[config.mk]
export PLATFORM = sky130hd
export DESIGN_NAME = sfm_master
export DESIGN_NICKNAME = d
export VERILOG_FILES = /design/src/rtl/sfm_pkg.sv /design/src/rtl/sfm_fifo.sv /design/src/rtl/sfm_shifter.sv /design/src/rtl/sfm_master.sv
export SDC_FILE = /design/constraint.sdc
export NUM_CORES = 1
export LEC_CHECK = 0
export ABC_AREA = 1
export BUFFER_PORTS_ARGS = -buffer_cell sky130_fd_sc_hd__buf_2
export CORE_MARGIN = 2
export CORE_UTILIZATION = 50
export CTS_BUF_LIST = sky130_fd_sc_hd__clkbuf_2
export DETAILED_ROUTE_END_ITERATION = 8
export PLACE_DENSITY = 0.76
export SETUP_SLACK_MARGIN = 0.1
export SLEW_MARGIN = 20
export SYNTH_ARGS = -nofsm -noshare
export SYNTH_HDL_FRONTEND = slang
export SYNTH_SLANG_ARGS = --single-unit
[constraint.sdc]
create_clock -name clk -period 5.5 [get_ports clk]
set_input_delay 1.1 -clock clk [delete_from_list [all_inputs] [get_ports clk]]
set_output_delay 1.1 -clock clk [all_outputs]
set_load 0.01 [all_outputs]
[src/rtl/sfm_pkg.sv]
package sfm_pkg;
  localparam int unsigned WORD_W = 32;

  localparam logic [5:0] OFS_CMD  = 6'h00;
  localparam logic [5:0] OFS_STAT = 6'h04;
  localparam logic [5:0] OFS_TXQ  = 6'h10;
  localparam logic [5:0] OFS_RXQ  = 6'h20;

  // command field positions
  localparam int unsigned C_START = 30;
  localparam int unsigned C_POL   = 26;
  localparam int unsigned C_EDGE  = 18;
  localparam int unsigned C_TXON  = 15;
  localparam int unsigned C_RXON  = 14;
  localparam int unsigned C_SELV  = 13;
  localparam int unsigned C_SELSW = 12;
  localparam logic [31:0] CMD_KEEP = 32'h0C0C_F01F;

  // status field positions
  localparam int unsigned S_BSY   = 31;
  localparam int unsigned S_RDY   = 30;
  localparam int unsigned S_RXFL  = 29;
  localparam int unsigned S_TXFL  = 28;
  localparam int unsigned S_UNR   = 27;
  localparam int unsigned S_OVF   = 26;

  // number of bits for a length field value
  function automatic logic [5:0] len_bits(input logic [4:0] lenm1);
    return {1'b0, lenm1} + 6'd1;
  endfunction

  // move the low n bits of a word to the top so bit 31 leaves first
  function automatic logic [31:0] to_msb(input logic [31:0] w, input logic [5:0] n);
    return w << (6'd32 - n);
  endfunction

  // last edge index of an n-bit transfer (two edges per bit)
  function automatic logic [6:0] last_edge(input logic [5:0] n);
    return {n, 1'b0} - 7'd1;
  endfunction
endpackage

[src/rtl/sfm_fifo.sv]
module sfm_fifo #(
  parameter int unsigned WIDTH = 32,
  parameter int unsigned DEPTH = 4
) (
  input  logic             clk,
  input  logic             rst_n,
  input  logic             push,
  input  logic [WIDTH-1:0] wdata,
  input  logic             pop,
  input  logic             flush,
  output logic [WIDTH-1:0] rdata,
  output logic             empty,
  output logic             full
);
  localparam int unsigned AW = (DEPTH > 1) ? $clog2(DEPTH) : 1;
  localparam int unsigned CW = $clog2(DEPTH + 1);

  logic [WIDTH-1:0] mem [DEPTH];
  logic [AW-1:0]    wp, rp;
  logic [CW-1:0]    cnt;
  logic             do_push, do_pop;

  assign empty   = (cnt == '0);
  assign full    = (cnt == CW'(DEPTH));
  assign do_push = push && !full;
  assign do_pop  = pop && !empty;
  assign rdata   = mem[rp];

  function automatic logic [AW-1:0] bump(input logic [AW-1:0] p);
    return (p == AW'(DEPTH - 1)) ? '0 : p + AW'(1);
  endfunction

  always_ff @(posedge clk or negedge rst_n) begin
    if (!rst_n) begin
      wp  <= '0;
      rp  <= '0;
      cnt <= '0;
    end else if (flush) begin
      wp  <= '0;
      rp  <= '0;
      cnt <= '0;
    end else begin
      if (do_push) wp <= bump(wp);
      if (do_pop)  rp <= bump(rp);
      if (do_push && !do_pop)      cnt <= cnt + CW'(1);
      else if (do_pop && !do_push) cnt <= cnt - CW'(1);
    end
  end

  always_ff @(posedge clk) begin
    if (do_push && !flush) mem[wp] <= wdata;
  end

  // a full queue keeps its level when only a push arrives
  a_r10_full_holds: assert property (@(posedge clk) disable iff (!rst_n)
    (full && push && !pop && !flush) |=> $stable(cnt));
  // level never passes the depth
  a_r10_level_bound: assert property (@(posedge clk) disable iff (!rst_n)
    cnt <= CW'(DEPTH));
endmodule

[src/rtl/sfm_shifter.sv]
module sfm_shifter
  import sfm_pkg::*;
#(
  parameter int unsigned DIV = 4
) (
  input  logic        clk,
  input  logic        rst_n,
  input  logic        start,
  input  logic [5:0]  nbits,
  input  logic        pol,
  input  logic        edge_sel,
  input  logic        idle_pol,
  input  logic [31:0] tx_word,
  input  logic        miso,
  output logic        busy,
  output logic        done,
  output logic [31:0] rx_word,
  output logic        sck,
  output logic        mosi
);
  localparam int unsigned HALF = DIV / 2;
  localparam int unsigned CW   = $clog2(HALF + 1);

  logic [CW-1:0] div_cnt;
  logic [6:0]    edge_cnt;
  logic [5:0]    n_q;
  logic          pol_q, edge_q, phase, mosi_q;
  logic [31:0]   sh, rx;
  logic          tick, leading, is_last, accept;
  logic [31:0]   first;

  assign accept  = start && !busy;
  assign tick    = busy && (div_cnt == CW'(HALF - 1));
  assign leading = !phase;
  assign is_last = (edge_cnt == last_edge(n_q));
  assign done    = tick && is_last;
  assign first   = to_msb(tx_word, nbits);
  // the final sample in late-edge mode lands on the completing edge
  assign rx_word = edge_q ? {rx[30:0], miso} : rx;
  assign sck     = busy ? (pol_q ^ phase) : idle_pol;
  assign mosi    = mosi_q;

  always_ff @(posedge clk or negedge rst_n) begin
    if (!rst_n) begin
      busy     <= 1'b0;
      phase    <= 1'b0;
      div_cnt  <= '0;
      edge_cnt <= '0;
      n_q      <= 6'd1;
      pol_q    <= 1'b0;
      edge_q   <= 1'b0;
      sh       <= '0;
      rx       <= '0;
      mosi_q   <= 1'b0;
    end else if (accept) begin
      busy     <= 1'b1;
      phase    <= 1'b0;
      div_cnt  <= '0;
      edge_cnt <= '0;
      n_q      <= nbits;
      pol_q    <= pol;
      edge_q   <= edge_sel;
      rx       <= '0;
      if (!edge_sel) begin
        mosi_q <= first[31];
        sh     <= first << 1;
      end else begin
        mosi_q <= 1'b0;
        sh     <= first;
      end
    end else if (busy) begin
      if (tick) begin
        div_cnt  <= '0;
        phase    <= ~phase;
        edge_cnt <= edge_cnt + 7'd1;
        if (leading == edge_q) begin
          // change edge
          if (edge_q || !is_last) begin
            mosi_q <= sh[31];
            sh     <= sh << 1;
          end
        end else begin
          rx <= {rx[30:0], miso};
        end
        if (is_last) busy <= 1'b0;
      end else begin
        div_cnt <= div_cnt + CW'(1);
      end
    end
  end

  // an accepted start makes the engine busy on the next clock
  a_r2_start_busy: assert property (@(posedge clk) disable iff (!rst_n)
    accept |=> busy);
  // the clock phase rests whenever the engine is idle
  a_r3_idle_phase: assert property (@(posedge clk) disable iff (!rst_n)
    !busy |-> !phase);
  // completion ends the busy period
  a_r6_done_idle: assert property (@(posedge clk) disable iff (!rst_n)
    done |=> !busy);
endmodule

[src/rtl/sfm_master.sv]
module sfm_master
  import sfm_pkg::*;
#(
  parameter int unsigned DIV        = 4,
  parameter int unsigned FIFO_DEPTH = 4
) (
  input  logic        clk,
  input  logic        rst_n,
  input  logic        reg_wr_en,
  input  logic        reg_rd_en,
  input  logic [5:0]  reg_addr,
  input  logic [31:0] reg_wdata,
  output logic [31:0] reg_rdata,
  output logic        spi_sck,
  output logic        spi_cs_n,
  output logic        spi_mosi,
  input  logic        spi_miso
);
  logic [31:0] cmd_q, cmd_new, tx_head, rx_head, rx_word;
  logic        stat_rdy, stat_unr, stat_ovf;
  logic        busy, done;
  logic        cmd_hit, stat_hit, tx_hit, rx_hit, go;
  logic        tx_empty, tx_full, rx_empty, rx_full;
  logic        tx_pop, rx_push, rx_pop, tx_flush, rx_flush;
  logic [31:0] tx_word;

  assign cmd_hit  = reg_wr_en && (reg_addr == OFS_CMD);
  assign stat_hit = reg_wr_en && (reg_addr == OFS_STAT);
  assign tx_hit   = reg_wr_en && (reg_addr == OFS_TXQ);
  assign rx_hit   = reg_rd_en && (reg_addr == OFS_RXQ);
  assign cmd_new  = reg_wdata & CMD_KEEP;
  assign go       = cmd_hit && reg_wdata[C_START];

  assign tx_pop   = go && !busy && cmd_new[C_TXON] && !tx_empty;
  assign tx_word  = (cmd_new[C_TXON] && !tx_empty) ? tx_head : '0;
  assign rx_push  = done && cmd_q[C_RXON];
  assign rx_pop   = rx_hit;
  assign tx_flush = stat_hit && reg_wdata[S_TXFL];
  assign rx_flush = stat_hit && reg_wdata[S_RXFL];

  sfm_fifo #(.WIDTH(WORD_W), .DEPTH(FIFO_DEPTH)) u_txq (
    .clk(clk), .rst_n(rst_n), .push(tx_hit), .wdata(reg_wdata),
    .pop(tx_pop), .flush(tx_flush), .rdata(tx_head),
    .empty(tx_empty), .full(tx_full));

  sfm_fifo #(.WIDTH(WORD_W), .DEPTH(FIFO_DEPTH)) u_rxq (
    .clk(clk), .rst_n(rst_n), .push(rx_push), .wdata(rx_word),
    .pop(rx_pop), .flush(rx_flush), .rdata(rx_head),
    .empty(rx_empty), .full(rx_full));

  sfm_shifter #(.DIV(DIV)) u_eng (
    .clk(clk), .rst_n(rst_n), .start(go),
    .nbits(len_bits(cmd_new[4:0])), .pol(cmd_new[C_POL]),
    .edge_sel(cmd_new[C_EDGE]), .idle_pol(cmd_q[C_POL]),
    .tx_word(tx_word), .miso(spi_miso), .busy(busy), .done(done),
    .rx_word(rx_word), .sck(spi_sck), .mosi(spi_mosi));

  always_ff @(posedge clk or negedge rst_n) begin
    if (!rst_n) begin
      cmd_q    <= '0;
      stat_rdy <= 1'b0;
      stat_unr <= 1'b0;
      stat_ovf <= 1'b0;
    end else begin
      if (cmd_hit) cmd_q <= cmd_new;
      stat_rdy <= done | (stat_rdy & ~(stat_hit & reg_wdata[S_RDY]));
      stat_unr <= (rx_hit & rx_empty) | (stat_unr & ~(stat_hit & reg_wdata[S_UNR]));
      stat_ovf <= (tx_hit & tx_full) | (stat_ovf & ~(stat_hit & reg_wdata[S_OVF]));
    end
  end

  assign spi_cs_n = cmd_q[C_SELSW] ? ~cmd_q[C_SELV] : ~busy;

  always_comb begin
    unique case (reg_addr)
      OFS_CMD:  reg_rdata = cmd_q;
      OFS_STAT: reg_rdata = {busy, stat_rdy, 2'b00, stat_unr, stat_ovf,
                             rx_empty, rx_full, tx_empty, tx_full, 22'd0};
      OFS_RXQ:  reg_rdata = rx_empty ? '0 : rx_head;
      default:  reg_rdata = '0;
    endcase
  end

  // completion raises the ready flag while busy drops
  a_r6_done_rdy: assert property (@(posedge clk) disable iff (!rst_n)
    done |=> (stat_rdy && !busy));
  // push into a full transmit queue flags overflow
  a_r7_overflow: assert property (@(posedge clk) disable iff (!rst_n)
    (tx_hit && tx_full) |=> stat_ovf);
  // pop from an empty receive queue flags underrun
  a_r8_underrun: assert property (@(posedge clk) disable iff (!rst_n)
    (rx_hit && rx_empty) |=> stat_unr);
endmodule

# After elaboration in Yosys (flattened, before gate mapping)
# Memory sizes are Yosys's and may differ from the RTL's.
# Index checks and enable logic that the tools add are counted.
[classes]
addsub = 13
eq_ne = 13
shift = 1
mux = 57
bitwise_logic = 18
reduce_logical = 54
[ops]
columns = ["cell", "n"]
rows = [
  ["$mux W32", 13],
  ["$pmux W32 S3", 1],
  ["$shl A32 B6 Y32", 1],
  ["$mux W2", 15],
  ["$logic_and A1 B1 Y1", 24],
  ["$mux W7", 3],
  ["$mux W1", 19],
  ["$mux W3", 6],
  ["$reduce_bool A2 Y1", 8],
  ["$logic_not A1 Y1", 13],
  ["$add A2 B1 Y2 const B", 5],
  ["$and A1 B1 Y1", 8],
  ["$eq A2 B2 Y1 const B", 4],
  ["$add A7 B1 Y7 const B", 1],
  ["$eq A7 B7 Y1", 1],
  ["$sub A7 B1 Y7 const B", 1],
  ["$add A3 B1 Y3 const B", 2],
  ["$add A5 B1 Y6 const B", 1],
  ["$eq A3 B3 Y1 const B", 2],
  ["$eq A6 B3 Y1 const B", 1],
  ["$eq A6 B5 Y1 const B", 1],
  ["$eq A6 B6 Y1 const B", 1],
  ["$logic_not A3 Y1", 2],
  ["$logic_not A6 Y1", 1],
  ["13 further kinds", 22],
]
[totals]
reg_bits = 114
ramBits = 256
out_inout_bits = 35
word_cells = 178
mem_count = 2
[memory_table]
columns = ["memory", "words", "width", "rd", "rd_clocked_by_memory_dff", "write_ports", "line_no", "text"]
rows = [
  ["u_rxq.mem", 4, 32, 1, 0, 1, "sfm_fifo.sv:18", "logic [WIDTH-1:0] mem [DEPTH];"],
  ["u_txq.mem", 4, 32, 1, 0, 1, "sfm_fifo.sv:18", ""],
]

# Longest topological paths before layout
[depth]
depth_word = 11
mapped_depth = 19

# Modules after synthesis
# From an unflattened synthesis, not the netlist that was laid out.
[hier_totals]
cells_unflattened = 1974
area_unflattened_um2 = 18077.3
[modules_own_cells]
columns = ["mod", "n_inst", "cells_per_inst", "area_per_inst_um2"]
rows = [
  ["sfm_shifter", 1, 946, 6022.0],
  ["sfm_fifo (u_rxq)", 1, 379, 5261.3],
  ["sfm_fifo (u_txq)", 1, 378, 5241.3],
  ["sfm_master", 1, 271, 1552.7],
]

# Worst setup path before layout
# Ideal clock, no wire load.
[synth_path]
kind = "in2reg"
start = "input reg_addr[1]"
end = "memory u_txq.mem[0][0], enable pin"
setup_time_ps = 421
arrival_ps = 3386
required_time_ps = 5079
slack_ps = 1693
cell_stages = 7
n_path_buf = 0
path_cell_list = "nor2_1 inv_2 nor3_4 nand4_1 nor2_1 inv_1 nor2_1"
[synth_between]
elab_chain_cells = 7
word_cells_on_any_way = 10
cone_classes = "eq/ne: 2; mux: 2; reduce/logical: 6"
[synth_rtl]
columns = ["element", "line_no", "text"]
rows = [
  ["from (decl)", "sfm_master.sv:11", "input logic [5:0] reg_addr,"],
  ["$eq A6 B3 Y1", "sfm_master.sv:28", "assign stat_hit = reg_wr_en && (reg_addr == OFS_STAT);"],
  ["$logic_and A1 B1 Y1", "sfm_master.sv:28", ""],
  ["$logic_and A1 B1 Y1", "sfm_master.sv:38", "assign tx_flush = stat_hit && reg_wdata[S_TXFL];"],
  ["$logic_not A1 Y1", "sfm_fifo.sv:51", "if (do_push && !flush) mem[wp] <= wdata;"],
  ["$logic_and A1 B1 Y1 (*)", "sfm_fifo.sv:51", ""],
  ["$mux W1 (*)", "sfm_fifo.sv:51", ""],
  ["$mux W1 (implied by the code) (*)", "sfm_fifo.sv:51", ""],
  ["to (decl)", "sfm_fifo.sv:18", ""],
]
# Mark *: on every way between the ends. The rest lies on a longest branch, timed or not.

# Worst setup path in the final report
[layout_path]
start = "register u_rxq.rp[0]"
end = "output reg_rdata[18]"
[layout_between]
elab_chain_cells = 3
[layout_rtl]
columns = ["element", "line_no", "text"]
rows = [
  ["from (decl)", "sfm_fifo.sv:19", "logic [AW-1:0] wp, rp;"],
  ["from (signal assigned)", "sfm_fifo.sv:44", "if (do_pop) rp <= bump(rp);"],
  ["$mem_v2 Z4 W32", "n/a", ""],
  ["$mux W32", "sfm_master.sv:79", "OFS_RXQ: reg_rdata = rx_empty ? '0 : rx_head;"],
  ["$pmux W32 S3", "sfm_master.sv:75", "unique case (reg_addr)"],
  ["to (decl)", "sfm_master.sv:13", "output logic [31:0] reg_rdata,"],
]
# No other way between the ends.

==> results.json <==
{
  "drtIter0Drc": 1305,
  "antenna_found_initial": 4,
  "async_flop_share_pct": 30.8,
  "slew_viol_final": 0,
  "crit_fanout": 38,
  "setup_viol": 0,
  "coreArea_um2": 36300,
  "ys_types": 52,
  "syn_area_per_cell_um2": 8.92,
  "ios": 78,
  "portBuffers": 77,
  "drc": 0,
  "skew_ps": 87.1,
  "synthFlopType": "edfxtp_1",
  "clk_pin_slew_ps": 100,
  "cpMaxStageDelayCell": "clkinv_1",
  "finalCritPeriodShare_pct": 78.8,
  "htree_levels": 3,
  "holdCritPathClass": "primary input to register",
  "vias_per_cell": 5.50,
  "min_period_ps": 4340,
  "stdcell_area_um2": 20000,
  "ir_drop_v": 0.000195,
  "end_kind": "output port",
  "die_h_um": 195,
  "dieWidth_um": 195,
  "fin_setup_tns_ps": 0,
  "final_util_pct": 55.2,
  "num_rows": 70,
  "syn_area_um2": 18300,
  "required_ps": 4400,
  "ant_nets": 0,
  "cts_sinks": 370,
  "grt_usage_pct": 24.5,
  "final_nets": 2209,
  "status": "completed",
  "grt_pass1_vias": 14300,
  "syn_to_final_growth_pct": 9.37,
  "slew_headroom_pct": 27.9,
  "grt_first_pass_wirelength_um": 73700,
  "cts-root-buf": "clkbuf_2",
  "vias": 14900,
  "gp_congestion": 0.916,
  "cp.arrival_ps": 3240,
  "post_dp_cell_area_um2": 19100,
  "grt_max_degree": 69,
  "dp.cells": 2522,
  "powerDensity_nw_per_um2": 325,
  "dieArea_um2": 38200,
  "cp_cell_sequence": "clkinv_1 > buf_4 > o21ai_0 > o22ai_1 > a22o_1 > buf_2",
  "stdcell_count": 2703,
  "fin_hold_ws_ps": 350,
  "cts_buffers": 93,
  "grt_overflow": 0,
  "critPathLaunchType": "register",
  "synth_cells": 2055,
  "clk_path_buf_depth": 3,
  "worst_pin_slew_ps": 1080,
  "worstSetupPathType": "register to output port",
  "layout-drive-gt1-share_pct": 15.0,
  "synth_seq_cells": 370,
  "synth_fp_nets": 2113,
  "yosysSeqAreaShare_pct": 57.5,
  "initial_utilization_pct": 50.4,
  "post-dp-hpwl_um": 29900,
  "max_stage_delay_ps": 610,
  "wirelength_um": 46200,
  "clock_latency_ps": 1010,
  "rsz0062_at_grt": "false",
  "synth_edf_count": 256,
  "cts_tree": "done",
  "cts_resized": 0,
  "firstDrtPassIters": 6,
  "fmax_mhz": 231,
  "leakage_nw": 8.85,
  "yosysWarnings": 0,
  "max-cap-violations": 0,
  "hold_violations": 0,
  "wl_per_cell_um": 17.1
}
-- cells in the mapped netlist, types with 3 or more instances --
library cell  instances  area [µm²]
a221o_1               5        50.1
nand3_1             333        1670
nand2_1             413        1550
buf_1                16        60.1
o22ai_1              29         181
clkinv_1              3        11.3
nor2_1              158         593
or2_2                31         194
ha_1                 13         163
nor2_2                3        18.8
xnor2_1               8        70.1
o211ai_1              4        30.0
nand2_2               3        18.8
buf_4                 3        22.5
a22o_1                8        70.1
nand4_1              27         169
inv_2                 9        33.8
o21ai_0             126         631
buf_2                17        85.1
xor2_1                8        70.1
inv_1               270        1010
a21oi_1              91         455
clkbuf_1             69         259
dfrtp_1             113        2830
edfxtp_1            256        7690
nor3_1                7        35.0
-- layout make-up --
cell class / instances / area [µm²]
fillers: 3230 / 16300
clock buffers: 150 / 751
multi-input cells: 1297 / 6350
diodes: 3 / 7.51
flip-flops and latches: 370 / 10500
clock inverters: 26 / 115
repair buffers: 107 / 636
well taps: 468 / 586
inverters: 282 / 1060
-- worst max-delay path, delay by kind of cell (launching register included) --
family	cells	cell delay (ps)
buffers and inverters	3	1270
AOI/OAI and AO/OA	3	570
DFF	1	370
-- cell usage in the layout (no fill, tap or decap), types with 7 or more instances in the layout --
master	synthesis	routed
o22ai_1	29	29
inv_1	270	270
clkbuf_2	0	150
buf_2	17	76
nand4_1	27	27
buf_4	3	29
or2_2	31	31
xnor2_1	8	7
xor2_1	8	8
dfrtp_1	113	111
nor2_2	3	8
inv_2	9	10
a22o_1	8	8
nor3_1	7	7
clkinv_1	3	22
ha_1	13	13
o21ai_0	126	126
nor2_1	158	149
nand3_1	333	333
edfxtp_1	256	256
a21oi_1	91	91
nand2_1	413	413
-- sequential cells by signal (all words and copies together) (netlist names), 2 cells and up --
name,flops
u_eng.n_q,6
u_txq.wp,2
u_rxq.cnt,3
u_rxq.wp,2
u_rxq.rp,2
u_eng.div_cnt,2
u_eng.rx,32
u_txq.cnt,3
u_eng.sh,32
u_txq.mem,128
u_rxq.mem,128
cmd_q,13
u_txq.rp,2
u_eng.edge_cnt,7
-- worst paths after layout --
check / start / end / slack, ps / depth (start not counted)
hold / removal: reg_wdata[13] / u_txq.mem[1][13] / 350 / 1
max in group asynchronous: rst_n / u_txq.rp[0] / 3700 / 3
setup / recovery: u_rxq.rp[0] / reg_rdata[18] / 1160 / 6
setup reg to reg: u_eng.n_q[0] / u_rxq.mem[2][17] / 2520 / 12
hold reg to reg: u_eng.rx[30] / u_eng.rx[30] / 490 / 2
min in group asynchronous: rst_n / cmd_q[12] / 600 / 2
-- per-stage QoR --
| step | worst slack (ps) | total power (W) |
|---|---|---|
| after floorplan | 1690 | 0.00433 |
| after global placement | 1430 | 0.00468 |
| after detailed placement | 1400 | 0.00473 |
| after CTS | 1120 | 0.00657 |
| after global routing | 949 | 0.00693 |
| final | 1160 | 0.00652 |
-- power by group --
part           switching [W]  leakage [nW]  total [W]  internal, W
Combinational       0.000925          4.53    0.00138     0.000458
Sequential          0.000125          3.64    0.00330      0.00317
Clock                0.00111         0.678    0.00184     0.000724
Total                0.00216          8.85    0.00652      0.00436
-- timing repair --
action | in CTS | in global routing
hold buffers | 1 | 0
endpoints found under the hold margin | 22 | 0
buffers inserted | 0 | 0
-- routing by layer --
layer,share of wire [%],up-vias,GRT usage [%]
li1,-,7116,-
met1,41,7050,31.3
met2,48,577,40.8
met3,7.0,117,4.84
met4,3.6,2,11.0
met5,0.024,-,0
-- logic make-up after synthesis --
kind of cell,Yosys count,share of synthesized area (%)
xor+xnor,18,1.00
fa+ha+maj,15,1.11
simple gates,982,23.6
flops,370,57.5
buf+inv,388,8.16
compound gates,282,8.60
Note: power is estimated with default switching activity, not from simulation.
